`src/rtl/secded_pkg.sv`:
```
package secded_pkg;
  localparam int DATA_W = 8;
  localparam int CHK_W  = 4;
  localparam int WORD_W = DATA_W + CHK_W + 1;

  function automatic bit is_pow2(input int v);
    return (v > 0) && ((v & (v - 1)) == 0);
  endfunction

  // position of the n-th data bit: n-th non-power-of-two position above 0
  function automatic int data_pos(input int n);
    int cnt;
    cnt = 0;
    for (int p = 1; p < WORD_W; p++) begin
      if (!is_pow2(p)) begin
        if (cnt == n) return p;
        cnt++;
      end
    end
    return 0;
  endfunction
endpackage

```
`src/rtl/secded_syn.sv`:
```
module secded_syn
  import secded_pkg::*;
#(
  parameter int WORD_W_P = WORD_W,
  parameter int CHK_W_P  = CHK_W
) (
  input  logic [WORD_W_P-1:0] word_i,
  output logic [CHK_W_P-1:0]  syn_o,
  output logic                par_err_o
);
  for (genvar k = 0; k < CHK_W_P; k++) begin : g_syn
    always_comb begin
      logic acc;
      acc = 1'b0;
      for (int p = 1; p < WORD_W_P; p++) begin
        if (((p >> k) & 1) == 1) acc = acc ^ word_i[p];
      end
      syn_o[k] = acc;
    end
  end

  assign par_err_o = ^word_i;
endmodule

```
`src/rtl/secded_fix.sv`:
```
module secded_fix
  import secded_pkg::*;
#(
  parameter int WORD_W_P = WORD_W,
  parameter int CHK_W_P  = CHK_W,
  parameter int DATA_W_P = DATA_W
) (
  input  logic [WORD_W_P-1:0] word_i,
  input  logic [CHK_W_P-1:0]  syn_i,
  input  logic                par_err_i,
  output logic [DATA_W_P-1:0] data_o,
  output logic                single_o,
  output logic                double_o
);
  localparam int MAX_POS = WORD_W_P - 1;

  logic                syn_zero;
  logic                syn_in_range;
  logic                flip_en;
  logic [WORD_W_P-1:0] fixed;

  assign syn_zero     = (syn_i == '0);
  assign syn_in_range = (int'(syn_i) <= MAX_POS);
  assign flip_en      = par_err_i && syn_in_range;

  // position 0 flip leaves data untouched
  for (genvar p = 0; p < WORD_W_P; p++) begin : g_flip
    assign fixed[p] = word_i[p] ^ (flip_en && (int'(syn_i) == p));
  end

  for (genvar n = 0; n < DATA_W_P; n++) begin : g_extract
    localparam int POS = data_pos(n);
    assign data_o[n] = fixed[POS];
  end

  assign single_o = flip_en;
  assign double_o = (!par_err_i && !syn_zero) || (par_err_i && !syn_in_range);
endmodule

```
`src/rtl/secded_dec.sv`:
```
module secded_dec
  import secded_pkg::*;
(
  input  logic              clk_i,
  input  logic              rst_ni,
  input  logic              valid_i,
  input  logic [WORD_W-1:0] word_i,
  output logic              valid_o,
  output logic [DATA_W-1:0] data_o,
  output logic              single_err_o,
  output logic              double_err_o
);
  logic [CHK_W-1:0]  syn;
  logic              par_err;
  logic [DATA_W-1:0] data_d;
  logic              single_d;
  logic              double_d;

  secded_syn #(.WORD_W_P(WORD_W), .CHK_W_P(CHK_W)) u_syn (
    .word_i    (word_i),
    .syn_o     (syn),
    .par_err_o (par_err)
  );

  secded_fix #(.WORD_W_P(WORD_W), .CHK_W_P(CHK_W), .DATA_W_P(DATA_W)) u_fix (
    .word_i    (word_i),
    .syn_i     (syn),
    .par_err_i (par_err),
    .data_o    (data_d),
    .single_o  (single_d),
    .double_o  (double_d)
  );

  always_ff @(posedge clk_i or negedge rst_ni) begin
    if (!rst_ni) begin
      valid_o      <= 1'b0;
      data_o       <= '0;
      single_err_o <= 1'b0;
      double_err_o <= 1'b0;
    end else begin
      valid_o <= valid_i;
      if (valid_i) begin
        data_o       <= data_d;
        single_err_o <= single_d;
        double_err_o <= double_d;
      end
    end
  end
endmodule

```
`config.mk`:
```
export PLATFORM = sky130hd
export DESIGN_NAME = secded_dec
export DESIGN_NICKNAME = d
export VERILOG_FILES = /design/src/rtl/secded_pkg.sv /design/src/rtl/secded_syn.sv /design/src/rtl/secded_fix.sv /design/src/rtl/secded_dec.sv
export SDC_FILE = /design/constraint.sdc
export NUM_CORES = 1
export LEC_CHECK = 0
export BUFFER_PORTS_ARGS = -buffer_cell sky130_fd_sc_hd__buf_2
export CAP_MARGIN = 20
export CORE_MARGIN = 2
export CORE_UTILIZATION = 35
export CTS_BUF_LIST = sky130_fd_sc_hd__clkbuf_16
export CTS_CLUSTER_SIZE = 20
export DETAILED_ROUTE_END_ITERATION = 10
export SYNTH_ARGS = -nofsm -noshare
export SYNTH_HDL_FRONTEND = slang
export SYNTH_SLANG_ARGS = --single-unit
```
`constraint.sdc`:
```
create_clock -name clk_i -period 1.4 [get_ports clk_i]
set_input_delay 0 -clock clk_i [delete_from_list [all_inputs] [get_ports clk_i]]
set_output_delay 0 -clock clk_i [all_outputs]
set_load 0.02 [all_outputs]
```
==> results.yml, run 1 <==
setup_path:
  worstPathArrival_ns: 1.55
  path_cells: "buf_8 > xor2_2 > xnor2_2 > buf_4 > or4_1 > a21o_1 > a41o_1"
  worstPathRequired_ns: 1.53
  path_delay_family: "simple AND/OR/NAND/NOR gates"
  worstSetupPathType: "in -> reg"
  slowest_stage: "or4_1"
  worstPathMaxFanout: 6
  crit_path_end_kind: "register"
  slowest_delay_ns: 0.52
  worst-path-buf-inv: 2
  start_kind: "input pin"
logic_synthesis:
  yosysSeqAreaShare_pct: 28.6
  syn_avg_cell_area_um2: 9.61
  netlist_area_um2: 961
  syn_inst: 100
  ys_warn_count: 0
  syn_nets: 116
  synth.distinct_cells: 27
  synth_seq_cells: 11
power_and_ir_drop:
  clkPwrFrac_pct: 29.3
  p_int_uw: 1180
  ir_worst_vdd_uv: 739
  power_uw: 1780
  seqPwrFrac_pct: 22.0
  power.density_mw_per_mm2: 1080
  leakagePower_uw: 0.000758
  p_switching_uw: 606
  p_sw_share_pct: 34.0
  p_comb_share_pct: 48.7
sta:
  setup_viol: 2
  fmax_ghz: 0.701
  setup_ws_ns: -0.0267
  period_share_pct: 102
  min_period_ns: 1.43
  rsz0062_at_grt: "yes"
  worstMarginPinSlew_ns: 0.332
  fin_skew_ns: 0
  drv_slew: 0
  relSlewSlack_pct: 77.8
  finalHoldViolations: 0
cells_and_area:
  regArea_um2: 275
  multi_input_comb_area_um2: 812
  mostFrequentLayoutCells: "buf_4, buf_2, dfrtp_1, inv_1, nand2_1"
  diodes: 0
  layout_commonest_cell: "buf_4"
  area_growth_pct: 72.4
  nets: 170
  drive_above_1_share_pct: 51.6
  fillers: 203
die:
  io_pins: 27
  initial_core_util_pct: 37.8
  row_count: 18
  die_w_um: 56.4
  core_mm2: 0.00254
  die_area_mm2: 0.00318
  die_h_um: 56.4
routing:
  ant_nets: 0
  dr.pass1.iters: 4
  routed_wl_um: 2830
  vias: 999
  post_drt_wl_per_cell_um: 15.5
  drc: 0
  drtIter0Drc: 19
  wl_met2_um: 1460
  wl_met3_um: 98
  top_layer: "met4"
  wl_met1_um: 1250
  viasPerCell: 5.46
placed_design:
  place_ws_ns: -0.361
  io_buffers: 26
  dp.final_hpwl_um: 2020
  gp_congestion: 0.750
grt:
  grt_max_degree: 22
  grt_overflow: 0
  grt_pass1_wl_um: 4560
  grt_pass1_vias: 949
  globalRouteTotalUtil_pct: 18.8
  antenna_found_initial: 0
clock_network:
  ctsLongestPathBuffers: 2
  cts_root_buf: "clkbuf_16"
  clkLatencyLatePin_ns: 0.24
  clk_pin_slew_ns: 0.04
  htree_levels: 1
  numCtsBuffers: 3
  cts_tree: "done"
  cts_sinks: 11
flow_run:
  maxCapViolCount: 0
status:
  status: "finished, violations left"
  violations: "negative setup slack"
worst_hold_path:
  hold_path.class: "in -> reg"
[per-layer routing]
layer | vias up | track usage [%]
met3 | 5 | 3.92
li1 | 476 | -
met4 | 0 | 5.10
met2 | 26 | 32.8
met1 | 492 | 23.3
met5 | - | 0
[timing repair]
action                                  in CTS  in global routing
endpoints found under the setup margin      10                  9
resized for setup                           29                 10
buffers inserted                             4                  0
pin swaps                                   15                  3
hold buffers                                 1                  0
hold endpoints to repair                    11                  0
[stage by stage]
| step | hold slack [ns] | instances | cell area, um2 | util, % | setup TNS (ns) |
|---|---|---|---|---|---|
| 2_1_floorplan | -0.296 | 100 | 997 | - | -0.791 |
| 3_3_place_gp | -0.114 | 174 | 1330 | 52.1 | -2.89 |
| 3_5_place_dp | -0.108 | 174 | 1330 | 52.1 | -3.12 |
| 4_1_cts | 0.101 | 183 | 1600 | 63.0 | -0.0199 |
| 5_1_grt | 0.113 | 183 | 1660 | 65.1 | -0.232 |
| 6_report | 0.0917 | 183 | 1660 | 65.1 | -0.0506 |
[cells in the mapped netlist (all sizes together)]
| cell | n | area, um2 |
|---|---|---|
| dfrtp | 11 | 275 |
| a31oi | 1 | 6.26 |
| xnor2 | 13 | 129 |
| nor2 | 1 | 3.75 |
| a31o | 1 | 8.76 |
| inv | 9 | 33.8 |
| a2111o | 7 | 78.8 |
| clkbuf | 2 | 7.51 |
| o211a | 1 | 10.0 |
| nor2b | 2 | 12.5 |
| nand3 | 2 | 10.0 |
| a41o | 1 | 10.0 |
| nand4 | 4 | 25.0 |
| nand2 | 11 | 41.3 |
| or4 | 5 | 41.3 |
| or3 | 1 | 6.26 |
| xor2 | 4 | 35.0 |
| a21oi | 7 | 35.0 |
| xor3 | 2 | 47.6 |
| xnor3 | 2 | 45.0 |
| a21o | 2 | 15.0 |
| o21ai | 1 | 5.00 |
| o221ai | 7 | 61.3 |
| buf | 3 | 17.5 |
[power groups by stage]
stage | clock (uW) | combinational [uW] | sequential, uW
final | 522 | 869 | 393
after global routing | 545 | 935 | 399
after CTS | 526 | 838 | 393
after detailed placement | 0 | 719 | 397
after global placement | 0 | 704 | 397
after floorplan | 0 | 379 | 464
[kinds of logic after synthesis]
| group | synth area share, % |
|---|---|
| XOR/XNOR | 26.7 |
| flip-flops | 28.6 |
| buffers and inverters | 6.12 |
| AO/OA/AOI/OAI | 24.0 |
| AND/OR/NAND/NOR | 14.6 |
[final timing paths]
| kind | from | end | slack (ns) | depth (start not counted) |
|---|---|---|---|---|
| setup / recovery | word_i[11] | double_err_o$_DFFE_PN0P_ | -0.03 | 7 |
| hold / removal | word_i[9] | data_o[4]$_DFFE_PN0P_ | 0.09 | 3 |
| setup reg to reg | double_err_o$_DFFE_PN0P_ | double_err_o$_DFFE_PN0P_ | 0.59 | 2 |
| hold reg to reg | single_err_o$_DFFE_PN0P_ | single_err_o$_DFFE_PN0P_ | 0.55 | 2 |
| max in group asynchronous | rst_ni | data_o[3]$_DFFE_PN0P_ | 1.02 | 2 |
| min in group asynchronous | rst_ni | single_err_o$_DFFE_PN0P_ | 0.17 | 2 |
[tightest hold or removal path, cell delays in order]
cell	delay (ns)
buf_6	0.12
nand2_1	0.05
o221ai_1	0.10
[flip-flops by register name, summed over array words and instances (netlist names)]
name,flops
single_err_o,1
double_err_o,1
valid_o,1
data_o,8
[cell type report]
class                   instances  share of cell area, %
multi-input cells              75                   49.0
repair buffers                 54                   25.3
flip-flops and latches         11                   16.6
clock buffers                   3                   4.53
well taps                      30                   2.27
inverters                       9                   2.04
clock inverters                 1                  0.227
Note: power is estimated with default switching activity, not from simulation.
==> run 2, diff against run 1 <==
==> constraint.sdc (replaced) <==
create_clock -name clk_i -period 1.35 [get_ports clk_i]
set_input_delay 0 -clock clk_i [delete_from_list [all_inputs] [get_ports clk_i]]
set_output_delay 0 -clock clk_i [all_outputs]
set_load 0.02 [all_outputs]
==> run 2 against run 1 <==
  * The flow still finishes with violations (negative setup slack)
  * Critical path type unchanged
  * Wire length rose by 13%
  * Largest power group unchanged
  * Register-to-register slack worse by 0.06 ns
  * Critical path depth did not move
  * Critical endpoint is now data_o[4]$_DFFE_PN0P_
  * Worst setup slack got worse by 0.089 ns
  * Combinational power is 19% higher
  * Clock power up 6.7%
  * Highest routed layer unchanged
  * Non-clock buffer count rose by 7
==> results.yml, run 2 (synthesis results as in run 1) <==
status:
  status: "finished, violations left"
  violations: "negative setup slack"
die:
  die_area_mm2: 0.00318
  die_w_um: 56.4
  core_mm2: 0.00254
  die_h_um: 56.4
  initial_core_util_pct: 37.8
  row_count: 18
  io_pins: 27
cells_and_area:
  diodes: 0
  nets: 177
  area_growth_pct: 88.5
  final_cell_area_mm2: 0.00181
  mostFrequentLayoutCells: "buf_4, buf_2, dfrtp_1, inv_1, buf_6"
  layout_commonest_cell: "buf_4"
  post-route-util_pct: 71.2
  fillers: 174
  top_register: "data_o"
  drive_above_1_share_pct: 55.0
  largest_reg_flops: 8
clock_network:
  ctsLongestPathBuffers: 2
  cts_root_buf: "clkbuf_16"
  htree_levels: 1
  clkLatencyLatePin_ns: 0.24
  cts_sinks: 11
  cts_tree: "done"
  numCtsBuffers: 3
  clk_pin_slew_ns: 0.04
sta:
  drv_slew: 0
  setup_ws_ns: -0.115
  period_share_pct: 109
  fin_skew_ns: 0
  rsz0062_at_grt: "yes"
  setup_viol: 10
  fmax_ghz: 0.682
  relSlewSlack_pct: 79.5
  fin_setup_tns_ns: -0.612
  finalHoldViolations: 0
  min_period_ns: 1.47
  worstMarginPinSlew_ns: 0.308
setup_path:
  path_cells: "buf_6 > xnor2_4 > buf_6 > xnor2_4 > or4_4 > a2111o_1 > o221ai_1"
  cp.depth: 7
  crit_path_end_kind: "register"
  worstPathRequired_ns: 1.50
  r2r_slack_ns: 0.53
  worstRegToRegCells: 2
  startpoint: "word_i[3]"
  worstSetupPathType: "in -> reg"
  slowest_delay_ns: 0.54
  worst-path-buf-inv: 2
  worstPathMaxFanout: 6
  worstPathArrival_ns: 1.62
  reg2reg_to: "double_err_o$_DFFE_PN0P_"
  slowest_stage: "or4_4"
  crit_end: "data_o[4]$_DFFE_PN0P_"
  start_kind: "input pin"
  path_delay_family: "simple AND/OR/NAND/NOR gates"
  rr_startpoint: "double_err_o$_DFFE_PN0P_"
routing:
  dr.pass1.iters: 4
  post_drt_wl_per_cell_um: 16.9
  viasPerCell: 5.43
  ant_nets: 0
  vias: 1031
  routed_wl_um: 3210
  drtIter0Drc: 36
  drc: 0
placed_design:
  gp_congestion: 0.738
  io_buffers: 26
  place_ws_ns: -0.406
  place_area_mm2: 0.00131
  dp.final_hpwl_um: 2010
grt:
  grt_overflow: 0
  grt_pass1_wl_um: 4970
  antenna_found_initial: 0
  grt_pass1_vias: 1065
  grt_max_degree: 22
  globalRouteTotalUtil_pct: 20.3
power_and_ir_drop:
  power_uw: 2000
  ir_worst_vdd_uv: 1100
  power.density_mw_per_mm2: 1100
  leakagePower_uw: 0.000808
worst_hold_path:
  hold_path.class: "in -> reg"
flow_run:
  maxCapViolCount: 0
## run 2: cell count changes in the layout (fill, tap and decap cells not counted), sizes merged
cell,change
clkbuf,+1
buf,+6
## run 2: cell type report
type                            instances  area, um2  share of cell area [%]
Clock inverter                          1       3.75                   0.207
Tap cell                               30       37.5                    2.07
Inverter                                9       33.8                    1.86
Timing Repair Buffer                   61        490                    27.1
Multi-Input combinational cell         75        896                    49.4
Sequential cell                        11        275                    15.2
Clock buffer                            3       75.1                    4.14
## run 2: how the worst min path moves through the flow
stage                          from               endpoint  slack (ns)  cells past startpoint
after floorplan              rst_ni  data_o[0]$_DFFE_PN0P_       -0.30                      0
after CTS                 word_i[9]  data_o[4]$_DFFE_PN0P_        0.10                      3
after global placement       rst_ni      valid_o$_DFF_PN0_       -0.11                      1
after detailed placement     rst_ni      valid_o$_DFF_PN0_       -0.11                      1
final                     word_i[9]  data_o[4]$_DFFE_PN0P_         0.1                      3
after global routing      word_i[9]  data_o[4]$_DFFE_PN0P_        0.14                      3
## run 2: what timing repair did
action	CTS	global route
pin swaps	18	13
buffers inserted	6	6
cloned	0	0
endpoints found under the hold margin	11	0
setup endpoints to repair	10	10
gates resized for setup	33	24
hold buffers	1	0
## run 2: layer usage
layer	share of wire (%)	vias to the layer above	GRT usage, %
met5	0	-	0
met2	54	27	36.6
met1	42	509	24.4
li1	-	490	-
met3	2.9	5	2.53
met4	1.4	0	7.48
## run 2: through the flow
step	std cells	hold slack [ns]
2_1_floorplan	100	-0.296
3_3_place_gp	173	-0.114
3_5_place_dp	173	-0.110
4_1_cts	184	0.102
5_1_grt	190	0.142
6_report	190	0.0989
## run 2: worst min-delay path, cell delays in order
cell and delay, ns:
buf_12 0.11, nand2_1 0.06, o221ai_1 0.10
## run 2: power breakdown
| group | leakage (uW) | internal [uW] | switching [uW] |
|---|---|---|---|
| combinational | 0.000634 | 527 | 507 |
| sequential | 0.000132 | 384 | 25.0 |
| clock | 0.0000423 | 391 | 166 |
| total | 0.000808 | 1300 | 698 |
==> run 3, diff against run 2 <==
--- a/config.mk
+++ b/config.mk
@@ -7,11 +7,12 @@
 export LEC_CHECK = 0
 export BUFFER_PORTS_ARGS = -buffer_cell sky130_fd_sc_hd__buf_2
 export CAP_MARGIN = 20
-export CORE_MARGIN = 2
+export CORE_MARGIN = 1.5
 export CORE_UTILIZATION = 35
 export CTS_BUF_LIST = sky130_fd_sc_hd__clkbuf_16
 export CTS_CLUSTER_SIZE = 20
 export DETAILED_ROUTE_END_ITERATION = 10
+export GPL_TIMING_DRIVEN = 0
 export SYNTH_ARGS = -nofsm -noshare
 export SYNTH_HDL_FRONTEND = slang
 export SYNTH_SLANG_ARGS = --single-unit
==> run 3 against run 2 <==
  * The flow still finishes with violations (negative setup slack)
  * Die area shrank 3.5%
  * Maximum frequency shrank 1.1%
  * Worst setup slack lost 0.016 ns
  * Combinational power shrank 12%
  * Non-clock buffer count shrank 16
  * Clock-buffer cell count is the same
  * Critical path depth grew 1
  * Cell area shrank 9.2%
  * First-iteration DRC count shrank 25%
  * Via count shrank 3.8%
  * Critical path type unchanged
  * Critical endpoint is now double_err_o$_DFFE_PN0P_
  * Largest cell class unchanged
==> results.yml, run 3 (synthesis results as in run 1) <==
sta:
  finalHoldViolations: 0
  fin_skew_ns: 0
  drv_slew: 0
  min_period_ns: 1.48
  rsz0062_at_grt: "yes"
  period_share_pct: 110
  relSlewSlack_pct: 59.1
  setup_ws_ns: -0.131
  fmax_ghz: 0.675
  setup_viol: 10
  worstMarginPinSlew_ns: 0.613
die:
  die_h_um: 55.4
  die_area_mm2: 0.00307
  die_w_um: 55.4
  core_mm2: 0.00254
  io_pins: 27
  initial_core_util_pct: 37.8
  row_count: 18
clock_network:
  cts_root_buf: "clkbuf_16"
  htree_levels: 1
  cts_sinks: 11
  numCtsBuffers: 3
  ctsLongestPathBuffers: 2
  cts_tree: "done"
  clk_pin_slew_ns: 0.04
  clkLatencyLatePin_ns: 0.23
placed_design:
  io_buffers: 26
  place_inst: 156
  place_area_mm2: 0.00116
  gp_congestion: 0.777
  dp.final_hpwl_um: 1830
cells_and_area:
  area_growth_pct: 71.2
  top_register: "data_o"
  nets: 161
  drive_above_1_share_pct: 47.9
  mostFrequentLayoutCells: "buf_2, dfrtp_1, inv_1, nand2_1, buf_4"
  final_cell_area_mm2: 0.00165
  diodes: 0
  largest_reg_flops: 8
  layout_commonest_cell: "buf_2"
  layout.cells.non_filler: 174
setup_path:
  crit_path_end_kind: "register"
  slowest_delay_ns: 0.46
  r2r_slack_ns: 0.56
  start_kind: "input pin"
  worstPathRequired_ns: 1.47
  worstSetupPathType: "in -> reg"
  worstPathArrival_ns: 1.60
  critical_path.most_common_cell: "buf_6"
  worst-path-buf-inv: 3
  path_cells: "buf_8 > xnor2_4 > buf_6 > xor2_4 > buf_6 > or4_4 > a21o_1 > a41o_1"
  path_delay_family: "simple AND/OR/NAND/NOR gates"
  slowest_stage: "or4_4"
  worstPathMaxFanout: 5
flow_run:
  maxCapViolCount: 0
power_and_ir_drop:
  ir_worst_vdd_uv: 877
  power.density_mw_per_mm2: 1130
  leakagePower_uw: 0.000717
  power_uw: 1850
grt:
  grt_overflow: 0
  globalRouteTotalUtil_pct: 18.8
  grt_pass1_vias: 1021
  antenna_found_initial: 0
  grt_pass1_wl_um: 4720
  grt_max_degree: 12
routing:
  drc: 0
  viasPerCell: 5.70
  ant_nets: 0
  dr.pass1.iters: 4
  post_drt_wl_per_cell_um: 16.8
  routed_wl_um: 2920
  vias: 992
  drtIter0Drc: 27
worst_hold_path:
  hold_path.class: "in -> reg"
status:
  status: "finished, violations left"
  violations: "negative setup slack"
-- run 3: cell count changes in the layout (fill, tap and decap cells not counted), moves of 3 or more --
cell,delta
buf_6,-3
o221ai_2,+3
xnor2_2,+3
o221ai_1,-3
xnor2_4,-3
buf_4,-18
-- run 3: timing repair --
item / CTS / global route
setup buffers: 12 / 2
hold endpoints to repair: 12 / 0
hold buffers: 2 / 0
pin swaps: 19 / 14
setup endpoints to repair: 10 / 10
resized for setup: 40 / 13
-- run 3: report_power, final --
part           leakage [uW]  internal, uW  switching (uW)  total (uW)
Sequential         0.000132           384            23.0         407
Clock             0.0000423           389             148         537
Combinational      0.000542           438             469         907
Total              0.000717          1210             641        1850
-- run 3: per-stage QoR --
step	setup TNS [ns]	hold WS [ns]	util, %	setup slack [ns]
2_1_floorplan	-1.24	-0.296	-	-0.164
3_3_place_gp	-3.97	-0.116	45.8	-0.441
6_report	-0.823	0.0770	64.7	-0.131
3_5_place_dp	-4.28	-0.107	45.8	-0.476
5_1_grt	-1.26	0.0891	64.7	-0.189
4_1_cts	-0.944	0.0711	61.4	-0.142
-- run 3: final timing paths --
path                                     startpoint                       end  depth (start not counted)
max                                       word_i[1]  double_err_o$_DFFE_PN0P_                          8
min in group asynchronous                    rst_ni     data_o[4]$_DFFE_PN0P_                          2
max reg2reg                double_err_o$_DFFE_PN0P_  double_err_o$_DFFE_PN0P_                          2
min                                      word_i[10]     data_o[5]$_DFFE_PN0P_                          3
min reg2reg                single_err_o$_DFFE_PN0P_  single_err_o$_DFFE_PN0P_                          2
max in group asynchronous                    rst_ni     data_o[6]$_DFFE_PN0P_                          2
-- run 3: worst min-delay path, stage by stage --
cell      delay (ns)
buf_8           0.11
nand2_1         0.07
o221ai_2        0.08
-- run 3: cell type report --
cell class / count / area (um2)
flip-flops and latches: 11 / 275
repair buffers: 42 / 330
clock buffers: 3 / 75.1
inverters: 9 / 33.8
fillers: 189 / 900
plain buffers: 3 / 18.8
well taps: 30 / 37.5
multi-input cells: 75 / 871
clock inverters: 1 / 3.75
-- run 3: layer usage --
layer | share of wire (%) | track usage [%] | routed length [um] | vias to the layer above
met5 | 0 | 0 | 0 | -
met4 | 1.1 | 5.23 | 33 | 0
met3 | 4.9 | 0.937 | 142 | 6
met2 | 53 | 32.5 | 1540 | 33
met1 | 41 | 25.5 | 1200 | 491
li1 | - | - | - | 462
